## src/rtl/mdio_pkg.sv

```systemverilog
package mdio_pkg;

  typedef logic [2:0] regIdx_t;

  localparam regIdx_t IDX_CFG   = 3'd0;
  localparam regIdx_t IDX_ADDR  = 3'd1;
  localparam regIdx_t IDX_WDATA = 3'd2;
  localparam regIdx_t IDX_CMD   = 3'd3;
  localparam regIdx_t IDX_STAT  = 3'd4;
  localparam regIdx_t IDX_RDATA = 3'd5;

  // Strobes from the sequencer to the datapath.
  typedef struct packed {
    logic load;    // capture a new frame and latch the transaction type
    logic shift;   // advance to the next frame bit (falling MDC)
    logic sample;  // take one read bit from the line (rising MDC)
    logic lineOff; // stop driving MDIO (read turnaround)
    logic finish;  // last bit done
  } mdioStrobe_t;

endpackage

```

## src/rtl/mdio_ctrl.sv

```systemverilog
module mdio_ctrl
  import mdio_pkg::*;
#(
  parameter int DIV_W      = 4,
  parameter int FRAME_BITS = 64,
  parameter int TA_POS     = 46,
  parameter int DATA_POS   = 48
) (
  input  logic             clk,
  input  logic             rstN,
  input  logic             startReq,
  input  logic             opWrite,
  input  logic [DIV_W-1:0] divVal,
  output logic             busy,
  output logic             mdcOut,
  output mdioStrobe_t      strobes
);

  localparam int CNT_W = $clog2(FRAME_BITS);
  localparam logic [CNT_W-1:0] LAST_IDX = CNT_W'(FRAME_BITS - 1);
  localparam logic [CNT_W-1:0] PRE_TA   = CNT_W'(TA_POS - 1);
  localparam logic [CNT_W-1:0] FIRST_RD = CNT_W'(DATA_POS);

  logic [DIV_W-1:0] halfCnt;
  logic [DIV_W-1:0] divHold;
  logic [CNT_W-1:0] bitIdx;
  logic             mdcLvl;
  logic             busyQ;

  logic launch;
  logic phaseEnd;
  logic fallNow;
  logic riseNow;
  logic lastBit;

  assign launch   = startReq && !busyQ;
  assign phaseEnd = busyQ && (halfCnt == divHold);
  assign fallNow  = phaseEnd && mdcLvl;
  assign riseNow  = phaseEnd && !mdcLvl;
  assign lastBit  = (bitIdx == LAST_IDX);

  always_comb begin
    strobes         = '0;
    strobes.load    = launch;
    strobes.shift   = fallNow && !lastBit;
    strobes.finish  = fallNow && lastBit;
    strobes.sample  = riseNow && !opWrite && (bitIdx >= FIRST_RD);
    strobes.lineOff = fallNow && !opWrite && (bitIdx == PRE_TA);
  end

  always_ff @(posedge clk or negedge rstN) begin
    if (!rstN) begin
      busyQ   <= 1'b0;
      mdcLvl  <= 1'b0;
      halfCnt <= '0;
      divHold <= '0;
      bitIdx  <= '0;
    end else if (launch) begin
      busyQ   <= 1'b1;
      mdcLvl  <= 1'b0;
      halfCnt <= '0;
      divHold <= divVal;
      bitIdx  <= '0;
    end else if (busyQ) begin
      if (phaseEnd) begin
        halfCnt <= '0;
        mdcLvl  <= ~mdcLvl;
        if (mdcLvl) begin
          if (lastBit) begin
            busyQ <= 1'b0;
          end else begin
            bitIdx <= bitIdx + 1'b1;
          end
        end
      end else begin
        halfCnt <= halfCnt + 1'b1;
      end
    end
  end

  assign busy   = busyQ;
  assign mdcOut = mdcLvl;

endmodule

```

## src/rtl/mdio_datapath.sv

```systemverilog
module mdio_datapath
  import mdio_pkg::*;
#(
  parameter int BUS_W     = 32,
  parameter int DIV_W     = 4,
  parameter int ADDR_W    = 5,
  parameter int DATA_W    = 16,
  parameter int PRE_BITS  = 32,
  parameter logic [DIV_W-1:0] DIV_RESET = 4'hD
) (
  input  logic              clk,
  input  logic              rstN,
  input  logic              regWrEn,
  input  logic              regRdEn,
  input  regIdx_t           regAddr,
  input  logic [BUS_W-1:0]  regWrData,
  output logic [BUS_W-1:0]  regRdData,
  input  mdioStrobe_t       strobes,
  input  logic              busy,
  output logic              startReq,
  output logic              opWrite,
  output logic [DIV_W-1:0]  divVal,
  output logic [DATA_W-1:0] readDataQ,
  output logic              mdioOut,
  output logic              mdioOe,
  input  logic              mdioIn
);

  localparam int FRAME_BITS = PRE_BITS + 4 + 2 * ADDR_W + 2 + DATA_W;
  localparam int PHY_LSB    = 8;
  localparam int DIV_LSB    = 2;

  logic [DIV_W-1:0]      cfgDiv;
  logic [ADDR_W-1:0]     phyAddr;
  logic [ADDR_W-1:0]     regNum;
  logic [DATA_W-1:0]     wrData;
  logic [DATA_W-1:0]     rdData;
  logic [DATA_W-1:0]     rdShift;
  logic [FRAME_BITS-1:0] frameSh;
  logic [FRAME_BITS-1:0] frameNext;
  logic                  wrPending;
  logic                  opLatched;
  logic                  oeQ;

  logic wrCfg, wrAddr, wrWdata, wrCmd;
  logic unusedWrBits;

  assign wrCfg   = regWrEn && (regAddr == IDX_CFG);
  assign wrAddr  = regWrEn && (regAddr == IDX_ADDR);
  assign wrWdata = regWrEn && (regAddr == IDX_WDATA);
  assign wrCmd   = regWrEn && (regAddr == IDX_CMD);

  assign startReq     = wrCmd && regWrData[0];
  assign unusedWrBits = ^regWrData[BUS_W-1:DATA_W];

  // Host-visible registers.
  always_ff @(posedge clk or negedge rstN) begin
    if (!rstN) begin
      cfgDiv  <= DIV_RESET;
      phyAddr <= '0;
      regNum  <= '0;
      wrData  <= '0;
    end else begin
      if (wrCfg)   cfgDiv  <= regWrData[DIV_LSB +: DIV_W];
      if (wrAddr)  begin
        phyAddr <= regWrData[PHY_LSB +: ADDR_W];
        regNum  <= regWrData[0 +: ADDR_W];
      end
      if (wrWdata) wrData  <= regWrData[DATA_W-1:0];
    end
  end

  // Transaction type: write only if write data arrived since the last start.
  always_ff @(posedge clk or negedge rstN) begin
    if (!rstN) begin
      wrPending <= 1'b0;
      opLatched <= 1'b0;
    end else if (strobes.load) begin
      wrPending <= 1'b0;
      opLatched <= wrPending;
    end else if (wrWdata) begin
      wrPending <= 1'b1;
    end
  end

  always_comb begin
    frameNext = {{PRE_BITS{1'b1}}, 2'b01,
                 (wrPending ? 2'b01 : 2'b10),
                 phyAddr, regNum, 2'b10,
                 (wrPending ? wrData : {DATA_W{1'b1}})};
  end

  // Outgoing shift register and pad enable.
  always_ff @(posedge clk or negedge rstN) begin
    if (!rstN) begin
      frameSh <= {FRAME_BITS{1'b1}};
      oeQ     <= 1'b0;
    end else begin
      if (strobes.load) begin
        frameSh <= frameNext;
        oeQ     <= 1'b1;
      end else begin
        if (strobes.shift) frameSh <= {frameSh[FRAME_BITS-2:0], 1'b1};
        if (strobes.lineOff || strobes.finish) oeQ <= 1'b0;
      end
    end
  end

  // Incoming read bits.
  always_ff @(posedge clk or negedge rstN) begin
    if (!rstN) begin
      rdShift <= '0;
      rdData  <= '0;
    end else begin
      if (strobes.sample) rdShift <= {rdShift[DATA_W-2:0], mdioIn};
      if (strobes.finish && !opLatched) rdData <= rdShift;
    end
  end

  always_comb begin
    regRdData = '0;
    if (regRdEn) begin
      case (regAddr)
        IDX_CFG:   regRdData[DIV_LSB +: DIV_W] = cfgDiv;
        IDX_ADDR:  begin
          regRdData[PHY_LSB +: ADDR_W] = phyAddr;
          regRdData[0 +: ADDR_W]       = regNum;
        end
        IDX_WDATA: regRdData[DATA_W-1:0] = wrData;
        IDX_STAT:  regRdData[0] = busy;
        IDX_RDATA: regRdData[DATA_W-1:0] = rdData;
        default:   regRdData = '0;
      endcase
    end
  end

  assign opWrite   = opLatched;
  assign divVal    = cfgDiv;
  assign readDataQ = rdData;
  assign mdioOut   = frameSh[FRAME_BITS-1];
  assign mdioOe    = oeQ;

endmodule

```

## src/rtl/mdio_station.sv

```systemverilog
module mdio_station
  import mdio_pkg::*;
#(
  parameter int BUS_W    = 32,
  parameter int DIV_W    = 4,
  parameter int ADDR_W   = 5,
  parameter int DATA_W   = 16,
  parameter int PRE_BITS = 32
) (
  input  logic             clk,
  input  logic             rstN,
  input  logic             regWrEn,
  input  logic             regRdEn,
  input  logic [2:0]       regAddr,
  input  logic [BUS_W-1:0] regWrData,
  output logic [BUS_W-1:0] regRdData,
  output logic             mdcOut,
  output logic             mdioOut,
  output logic             mdioOe,
  input  logic             mdioIn
);

  localparam int TA_POS     = PRE_BITS + 4 + 2 * ADDR_W;
  localparam int DATA_POS   = TA_POS + 2;
  localparam int FRAME_BITS = DATA_POS + DATA_W;

  mdioStrobe_t      strobes;
  logic             busyW;
  logic             startReqW;
  logic             opWriteW;
  logic [DIV_W-1:0] divW;
  logic [DATA_W-1:0] rdDataW;

  mdio_ctrl #(
    .DIV_W(DIV_W), .FRAME_BITS(FRAME_BITS),
    .TA_POS(TA_POS), .DATA_POS(DATA_POS)
  ) u_ctrl (
    .clk(clk), .rstN(rstN),
    .startReq(startReqW), .opWrite(opWriteW), .divVal(divW),
    .busy(busyW), .mdcOut(mdcOut), .strobes(strobes)
  );

  mdio_datapath #(
    .BUS_W(BUS_W), .DIV_W(DIV_W), .ADDR_W(ADDR_W),
    .DATA_W(DATA_W), .PRE_BITS(PRE_BITS)
  ) u_dp (
    .clk(clk), .rstN(rstN),
    .regWrEn(regWrEn), .regRdEn(regRdEn), .regAddr(regAddr),
    .regWrData(regWrData), .regRdData(regRdData),
    .strobes(strobes), .busy(busyW),
    .startReq(startReqW), .opWrite(opWriteW), .divVal(divW),
    .readDataQ(rdDataW),
    .mdioOut(mdioOut), .mdioOe(mdioOe), .mdioIn(mdioIn)
  );

endmodule

```

## config.mk

```make
export PLATFORM = sky130hd
export DESIGN_NAME = mdio_station
export DESIGN_NICKNAME = d
export VERILOG_FILES = /design/src/rtl/mdio_pkg.sv /design/src/rtl/mdio_ctrl.sv /design/src/rtl/mdio_datapath.sv /design/src/rtl/mdio_station.sv
export SDC_FILE = /design/constraint.sdc
export NUM_CORES = 1
export LEC_CHECK = 0
export BUFFER_PORTS_ARGS = -buffer_cell sky130_fd_sc_hd__buf_2
export CAP_MARGIN = 15
export CORE_ASPECT_RATIO = 1.75
export CORE_MARGIN = 2
export CORE_UTILIZATION = 63
export DETAILED_ROUTE_END_ITERATION = 16
export PLACE_DENSITY = 0.85
export SETUP_SLACK_MARGIN = 0.5
export SKIP_CTS_REPAIR_TIMING = 1
export SLEW_MARGIN = 5
export SYNTH_ARGS = -nofsm -noshare
export SYNTH_HDL_FRONTEND = slang
export SYNTH_SLANG_ARGS = --single-unit
```

## constraint.sdc

```tcl
create_clock -name clk -period 3.55 [get_ports clk]
set_input_delay 0.71 -clock clk [delete_from_list [all_inputs] [get_ports clk]]
set_output_delay 0.71 -clock clk [all_outputs]
set_load 0.02 [all_outputs]
```

Word level (Yosys, flattened, before mapping)
Index checks and enable logic that the tools add are counted.
{"block": "totals", "output_inout_bits": 35, "elab_cells": 90, "input_bits": 40, "regBits": 145}
{"block": "op_classes", "n_lt_le_gt_ge": 1, "eq_ne": 9, "n_reduce_logical": 30, "addsub": 2, "n_bitwise": 1, "muxes": 32}
{"operator": "2-to-1 mux 64 bit", "n": 2}
{"operator": "2-to-1 mux 16 bit", "n": 2}
{"operator": "2-to-1 mux 6 bit", "n": 5}
{"operator": "logical AND 1 bit", "n": 16}
{"operator": "case mux 5 bit (3 select lines)", "n": 1}
{"operator": "== test 6 bit (second input constant)", "n": 2}
{"operator": "2-to-1 mux 1 bit", "n": 12}
{"operator": "2-to-1 mux 4 bit", "n": 3}
{"operator": "case mux 3 bit (4 select lines)", "n": 1}
{"operator": "nonzero test 2 bit", "n": 6}
{"operator": "adder 6 x 1 -> 6 bit (second input constant)", "n": 1}
{"operator": "== test 3 x 2 -> 1 bit (second input constant)", "n": 2}
{"operator": "== test 3 bit (second input constant)", "n": 2}
{"operator": "greater-or-equal comparator 6 bit (second input constant)", "n": 1}
{"operator": "case mux 1 bit (3 select lines)", "n": 2}
{"operator": "case mux 3 bit (2 select lines)", "n": 1}
{"operator": "adder 4 x 1 -> 4 bit (second input constant)", "n": 1}
{"operator": "== test 4 bit", "n": 1}
{"operator": "zero test 1 bit", "n": 4}
{"operator": "case mux 1 bit (4 select lines)", "n": 1}
{"operator": "case mux 2 bit (2 select lines)", "n": 1}
{"operator": "AND reduction 4 bit", "n": 1}
{"operator": "== test 3 x 1 -> 1 bit (second input constant)", "n": 1}
{"operator": "zero test 3 bit", "n": 1}
{"operator": "5 further kinds", "n": 5}

Longest topological paths before layout
Gate-level depths: netlist of run 1.
{"block": "logic_depth", "depth_word": 8, "depth_mapped": 7, "depth_no_buf": 5}

Modules after synthesis
Synthesis of run 1 repeated with hierarchy kept, for this count alone.
{"block": "hier_totals", "cells_unflattened": 551, "area_unflattened_um2": 6821.5}
{"module": "mdio_datapath", "seq_area_each_um2": 3311.9, "instances": 1, "cells_per_inst": 454, "area_per_inst_um2": 5894.4}
{"module": "mdio_ctrl", "seq_area_each_um2": 400.4, "instances": 1, "cells_per_inst": 97, "area_per_inst_um2": 927.1}

Worst setup path before layout of run 1
No wires, ideal clock.
{"block": "synth_timing", "kind": "input -> output", "from": "input regAddr[0]", "to": "output regRdData[2]", "cell_stages": 5, "required_ns": 2.840, "path_buffers": 2, "arrival_time_ns": 1.943, "setup_slack_ns": 0.897, "cell_sequence": "buf_2 > nor3b_2 > clkbuf_1 > a221oi_1 > nor2_1"}
{"block": "synth_via", "elab_chain_cells": 3, "word_cells_on_any_way": 6, "classes_between": "3 x eq/ne; 2 x mux; 1 x reduce/logical"}
{"element": "start, declared", "line": "mdio_station.sv:14", "text": "input logic [2:0] regAddr,"}
{"element": "== test 3 bit (tied with other cells)", "line": "mdio_datapath.sv:123", "text": "case (regAddr)"}
{"element": "case mux 3 bit (4 select lines) *", "line": "mdio_datapath.sv:123"}
{"element": "2-to-1 mux 16 bit *", "line": "mdio_datapath.sv:122", "text": "if (regRdEn) begin"}
{"element": "end, declared", "line": "mdio_station.sv:16", "text": "output logic [BUS_W-1:0] regRdData,"}
Every way passes the cells marked *; elsewhere a longest branch is shown, timed or not.

Final worst setup path of run 1
{"block": "layout_timing", "from": "input regAddr[0]", "to": "output regRdData[14]"}
{"block": "layout_via", "elab_chain_cells": 3, "word_cells_on_any_way": 4, "classes_between": "2 x eq/ne; 2 x mux"}
{"element": "== test 3 bit / == test 3 x 2 -> 1 bit (equally long branches)", "line": "mdio_datapath.sv:123"}
{"element": "case mux 3 bit (2 select lines) *", "line": "mdio_datapath.sv:123"}
{"element": "2-to-1 mux 16 bit *", "line": "mdio_datapath.sv:122"}
Marked as above.

==> results by group, run 1 <==
Drt
  – Via count: 5,117
  – Vias per cell: 6.29
  – Detail Route Antenna Nets: 0
  – Drt wl/cell: 19.3 µm
  – Detailed-route DRC error count: 0
  – DRT Wirelength: 15,700 µm
  – Initial DRC count: 454
  – Drt pass-1 iters: 4

Logic synthesis
  – Post-synthesis cell type count: 53
  – Syn avg cell area: 10.7 µm²
  – Main flop type after synthesis: dfrtp_1
  – Cells after Synth: 649
  – Number of synthesized flops with an enable pin: 0
  – Area leader, netlist: dfrtp_1
  – Yosys warning count: 0
  – Post-synthesis sequential area ratio: 0.535
  – Synthesized area: 6940 µm²
  – Async S/R FF share, synth: 1.00
  – Seq cells post-synth: 145
  – Top area cells in the synthesized netlist: dfrtp_1 28%, dfstp_2 25%, mux2_2 8.6%
  – Synth top area share: 0.281

Worst setup path
  – Worst EP arrival: 2180 ps
  – Slowest CP cell: nor2_1
  – Crit. path cell count: 7
  – Register-to-Register Path Depth: 4
  – Crit-path leading delay family: simple AND/OR/NAND/NOR gates
  – Max stage delay on crit path: 370 ps
  – Crit-path most repeated cell: buf_2
  – Crit-path max FO: 11
  – Worst r2r dst: u_dp.rdShift[8]
  – Critical path launch point type: primary input
  – Worst Setup SP: regAddr[0]
  – R2r setup slk: 1180 ps
  – FF-to-FF Start: u_ctrl.halfCnt[1]
  – Critical path cell sequence: buf_2 > nand2b_1 > nor2_1 > buf_4 > a22oi_1 > nor2b_1 > buf_2
  – WP buf/inv: 3
  – Required @ worst endpoint: 2840 ps
  – Setup crit end kind: output pin
  – WS Path Type: in2out

STA
  – Period Utilization, post-route: 0.814
  – Fin. max-slew vios: 0
  – Post-route setup TNS: 0 ps
  – Worst slew pin tran: 855 ps
  – Finish-stage setup viols: 0
  – RSZ-0062 raised after global routing: false
  – Fmax: 346 MHz
  – Fin. Hold Viols: 0
  – Hold WS: 328 ps
  – Clk_skew: 10.1 ps
  – Final Critical Period: 2890 ps
  – Slew HR: 0.428

Layout
  – Commonest non-fill, non-tap cell in the layout: nand3_1
  – Share of layout cells above drive strength 1: 0.337
  – Final Net Count: 713
  – Area taken by multi-input logic gates: 2930 µm²
  – Fillers: 677
  – Flip-flop and latch area: 3710 µm²
  – Area grow syn2layout: 12.0%
  – Fin area: 7770 µm²
  – Most frequent cells in the layout: 104 x nand3_1, 78 x dfrtp_1, 74 x o21ai_0
  – N_diodes: 0

Placed design
  – HPWL after DPL: 9650 µm
  – Placed inst area: 7160 µm²
  – RD Place Congestion: 0.846
  – Port-buffer cells: 42

Floorplanning
  – I/O pin count: 75
  – Num rows: 50
  – Die Ht: 143 µm
  – Die area: 11,900 µm²
  – Die X: 83.3 µm
  – Core region area: 10,700 µm²
  – Initial Utilization: 0.649

Min path
  – HP Class: in2async

Outcome
  – Status: finished clean

Pwr
  – Power density over cell area: 823 nW/µm²
  – Total power: 0.00639 W
  – Peak VDD IR: 0.537 mV
  – Lkg Pwr: 3.33 nW

GRT
  – GRT overflow: 0
  – Vias in the first global route: 5,159
  – Largest net degree at the start of global routing: 89
  – First-pass GRT wire length: 25,800 µm
  – Total track usage: 0.272
  – Initial antenna violation count: 0

CTS
  – CTS tree: built
  – CTS buffer count: 17
  – H-tree levels: 4
  – CTS sink cnt: 145
  – Maximum clock insertion buffer count: 2
  – CTS Root Cell: clkbuf_16
  – Worst-path clk slew: 50 ps
  – Worst-skew pair later-pin latency: 420 ps

Flow run
  – Max Cap Viol: 0
==> cells in the mapped netlist (2+ instances only) <==
| cell type | count |
|---|---|
| a21oi_1 | 8 |
| a221oi_1 | 3 |
| a22oi_1 | 7 |
| a31oi_1 | 25 |
| and2_1 | 8 |
| and3_1 | 2 |
| buf_1 | 4 |
| buf_2 | 7 |
| buf_4 | 17 |
| clkbuf_1 | 38 |
| dfrtp_1 | 78 |
| dfstp_2 | 67 |
| ha_1 | 3 |
| inv_1 | 6 |
| mux2_2 | 53 |
| mux2_4 | 10 |
| mux2i_1 | 13 |
| nand2_1 | 32 |
| nand2b_1 | 3 |
| nand3_1 | 105 |
| nand3_2 | 2 |
| nor2_1 | 21 |
| nor2b_1 | 7 |
| nor3_1 | 7 |
| nor3b_1 | 15 |
| o211ai_1 | 3 |
| o21ai_0 | 74 |
| or3_1 | 2 |
| xnor2_1 | 5 |
==> report_power, final <==
group | switching, W | total, W | internal [W]
combinational | 0.00115 | 0.00176 | 0.000612
sequential | 0.000388 | 0.00284 | 0.00246
clock | 0.000732 | 0.00179 | 0.00106
total | 0.00227 | 0.00639 | 0.00413
==> logic make-up after synthesis <==
kind of cell	after synthesis	synth area share
xor+xnor	6	0.00757
fa+ha+maj	3	0.00541
other cells	1	0.000540
flops	145	0.535
buf+inv	75	0.0539
simple gates	216	0.166
compound gates	127	0.105
mux	76	0.126
==> worst max-delay path by stage <==
stage,to
CTS,regRdData[14]
finish,regRdData[14]
global route,regRdData[14]
detailed placement,regRdData[14]
global placement,regRdData[15]
floorplan,regRdData[2]
==> registers in the layout, summed over array words and instances, names as in the netlist <==
register        count
u_dp.wrData        16
u_ctrl.mdcOut       1
u_ctrl.busy         1
u_ctrl.bitIdx       6
u_ctrl.divHold      4
u_dp.divVal         4
u_dp.readDataQ     16
u_dp.mdioOe         1
u_dp.phyAddr        5
u_dp.opWrite        1
u_ctrl.halfCnt      4
u_dp.wrPending      1
u_dp.frameSh       64
u_dp.regNum         5
u_dp.rdShift       16
==> stage by stage <==
step | std cells | setup slack (ps) | utilization
after floorplan | 664 | 897 | -
after global placement | 780 | 757 | 0.669
after detailed placement | 780 | 723 | 0.669
after CTS | 812 | 678 | 0.724
after global routing | 813 | 570 | 0.726
final | 813 | 661 | 0.726
==> layout make-up <==
cell class / instances / share of cell area
multi-input cells: 444 / 0.378
inverters: 6 / 0.00290
clock inverters: 14 / 0.0195
clock buffers: 18 / 0.0565
well taps: 130 / 0.0209
repair buffers: 56 / 0.0446
flip-flops and latches: 145 / 0.478
==> per-layer routing <==
layer	up-vias	global-route usage	share of wire
met3	44	0.0497	0.040
met1	2567	0.322	0.38
met5	-	0	0
li1	2334	-	-
met4	0	0.135	0.032
met2	172	0.475	0.54
Power figures use the tool's default switching activity.
==> run 2: changes to the inputs <==
Settings changed: ABC_AREA from default to 1, CORE_UTILIZATION 63 to 59, PLACE_DENSITY 0.85 to 0.8.
Clock period 3.55 ns to 2.84 ns, I/O delays scaled along.
==> run 2 against run 1 <==
Compared with the run above: clock skew is 7.8 ps higher; largest cell class unchanged; worst hold slack got worse by 160 ps; flip-flop and latch count did not move; power fell by 25%; critical path depth rose by 3; final cell count grew 28%; first-iteration DRC count is 20% higher; clock power up 26%; critical path type unchanged; critical endpoint is now regRdData[4]; core utilization shrank 4.0 points; via count rose by 15%.
==> results by group, run 2 <==
Outcome
  – Status: finished clean

Min path
  – HP Class: in2async

Pwr
  – Lkg Pwr: 4.07 nW
  – Switching share of power: 0.249
  – Psw: 0.00119 W
  – Combinational power share: 0.061
  – Peak VDD IR: 0.421 mV
  – Clk pwr share: 0.473
  – Cell Int Power: 0.00358 W
  – Seq pwr share: 0.466
  – Power density over cell area: 600 nW/µm²

Placed design
  – RD Place Congestion: 0.909
  – Post-Place Worst Slack: 331 ps
  – HPWL after DPL: 10,500 µm
  – Port-buffer cells: 42
  – Placed inst area: 7280 µm²

STA
  – Finish-stage setup viols: 0
  – Final setup margin: 547 ps
  – Period Utilization, post-route: 0.807
  – Worst slew pin tran: 728 ps
  – Fin. max-slew vios: 0
  – Post-route setup TNS: 0 ps
  – Fmax: 436 MHz
  – Final Critical Period: 2290 ps
  – RSZ-0062 raised after global routing: true
  – Fin. Hold Viols: 0
  – Clk_skew: 17.9 ps
  – Slew HR: 0.515

Worst setup path
  – R2r setup slk: 900 ps
  – Critical path launch point type: primary input
  – Crit-path max FO: 7
  – FF-to-FF Start: u_ctrl.bitIdx[0]
  – Register-to-Register Path Depth: 7
  – Slowest CP cell: buf_2
  – WS Path Type: in2out
  – Worst r2r dst: u_ctrl.bitIdx[1]
  – Critical path cell sequence: buf_2 > inv_1 > nand2_1 > nor2_2 > buf_6 > nand2_1 > o21ai_0 > nor2_1 > nor2_1 > buf_2
  – Crit-path leading delay family: buffers and inverters
  – WP buf/inv: 4
  – Max stage delay on crit path: 180 ps
  – Required @ worst endpoint: 2270 ps
  – Crit. path cell count: 10
  – Setup crit end kind: output pin
  – Worst EP arrival: 1720 ps

Layout
  – Share of layout cells above drive strength 1: 0.204
  – Fin area: 7940 µm²
  – Commonest non-fill, non-tap cell in the layout: nand2_1
  – Most frequent cells in the layout: 337 x nand2_1, 78 x dfrtp_1, 71 x inv_1
  – N_diodes: 0
  – Area grow syn2layout: 12.7%
  – Final core occ: 0.686
  – Final Net Count: 933
  – Register with the most flip-flops: u_dp.frameSh
  – Max FFs per register: 64

Logic synthesis
  – Syn avg cell area: 8.23 µm²
  – Async S/R FF share, synth: 1.00
  – Post-synth top cells: 338 x nand2_1, 78 x dfrtp_1, 73 x inv_1
  – Cells after Synth: 857
  – Post-synthesis cell type count: 37
  – Area leader, netlist: dfrtp_1
  – Main flop type after synthesis: dfrtp_1
  – Synthesized area: 7050 µm²
  – Yosys warning count: 0
  – Top area cells in the synthesized netlist: dfrtp_1 28%, dfstp_2 25%, nand2_1 18%
  – Post-synthesis sequential area ratio: 0.527
  – Count leader, synth: nand2_1
  – Number of synthesized flops with an enable pin: 0
  – Seq cells post-synth: 145
  – Synth top area share: 0.277

Drt
  – Via count: 5,875
  – Detail Route Antenna Nets: 0
  – Drt wl/cell: 15.8 µm
  – DRT Wirelength: 16,400 µm
  – Drt pass-1 iters: 5
  – Vias per cell: 5.66
  – Detailed-route DRC error count: 0
  – Initial DRC count: 546

GRT
  – First-pass GRT wire length: 26,700 µm
  – Initial antenna violation count: 0
  – Vias in the first global route: 5,501
  – Total track usage: 0.267
  – Largest net degree at the start of global routing: 81
  – GRT overflow: 0

Floorplanning
  – I/O pin count: 75
  – Die Ht: 149 µm
  – Num rows: 52
  – Core region area: 11,600 µm²
  – Die area: 12,900 µm²
  – Initial Utilization: 0.609
  – Die X: 86.6 µm

CTS
  – CTS sink cnt: 145
  – H-tree levels: 4
  – CTS buffer count: 17
  – CTS Root Cell: clkbuf_16
  – Maximum clock insertion buffer count: 2
  – Worst-skew pair later-pin latency: 420 ps
  – CTS tree: built
  – Worst-path clk slew: 60 ps

Flow run
  – Max Cap Viol: 0
-- run 2: kinds of logic after synthesis --
family                     share of synthesized area
and+or+nand+nor                                0.268
AOI/OAI and AO/OA                              0.102
DFF                                            0.527
buffers and inverters                         0.0925
other                                       0.000532
xor gates and xnor gates                     0.00497
adders and majority gates                    0.00533
-- run 2: metrics by stage --
step	hold slack (ps)	total power, W	instances
4_1_cts	200	0.00479	1033
3_5_place_dp	453	0.00252	1001
6_report	172	0.00477	1038
3_3_place_gp	449	0.00252	1001
5_1_grt	233	0.00493	1038
2_1_floorplan	272	0.00240	872
-- run 2: power groups by stage --
| stage | sequential (W) | clock, W | combinational, W |
|---|---|---|---|
| floorplan | 0.00223 | 0 | 0.000175 |
| global placement | 0.00225 | 0 | 0.000270 |
| detailed placement | 0.00225 | 0 | 0.000275 |
| CTS | 0.00222 | 0.00229 | 0.000279 |
| global route | 0.00223 | 0.00237 | 0.000326 |
| finish | 0.00222 | 0.00225 | 0.000290 |
-- run 2: cell type report --
cell class | instances | area, µm²
Clock buffer | 19 | 443
Clock inverter | 13 | 151
Fill cell | 901 | 3640
Inverter | 78 | 297
Multi-Input combinational cell | 587 | 2770
Sequential cell | 145 | 3710
Tap cell | 135 | 169
Timing Repair Buffer | 61 | 403
-- run 2: routing by layer --
| metal | GRT usage | wire (µm) | vias to the layer above |
|---|---|---|---|
| met5 | 0 | 0 | - |
| met4 | 0.163 | 837 | 0 |
| met3 | 0.0377 | 911 | 56 |
| met2 | 0.408 | 8230 | 231 |
| met1 | 0.358 | 6440 | 2793 |
| li1 | - | - | 2795 |
-- run 2: worst register-to-register path: stages, from the launching register on --
cell and delay, ps:
dfrtp_1 410, ha_1 210, nand2_1 100, nor2_2 160, buf_4 280, inv_1 140
nand2_2 370, o21ai_0 140
-- run 2: how the worst max path moves through the flow --
stage                from             to  slack [ps]
4_1_cts        regAddr[2]   regRdData[0]         310
6_report       regAddr[1]   regRdData[4]         550
3_3_place_gp   regAddr[2]  regRdData[11]         330
2_1_floorplan  regAddr[1]   regRdData[5]         660
5_1_grt        regAddr[1]   regRdData[4]         400
3_5_place_dp   regAddr[2]  regRdData[11]         330
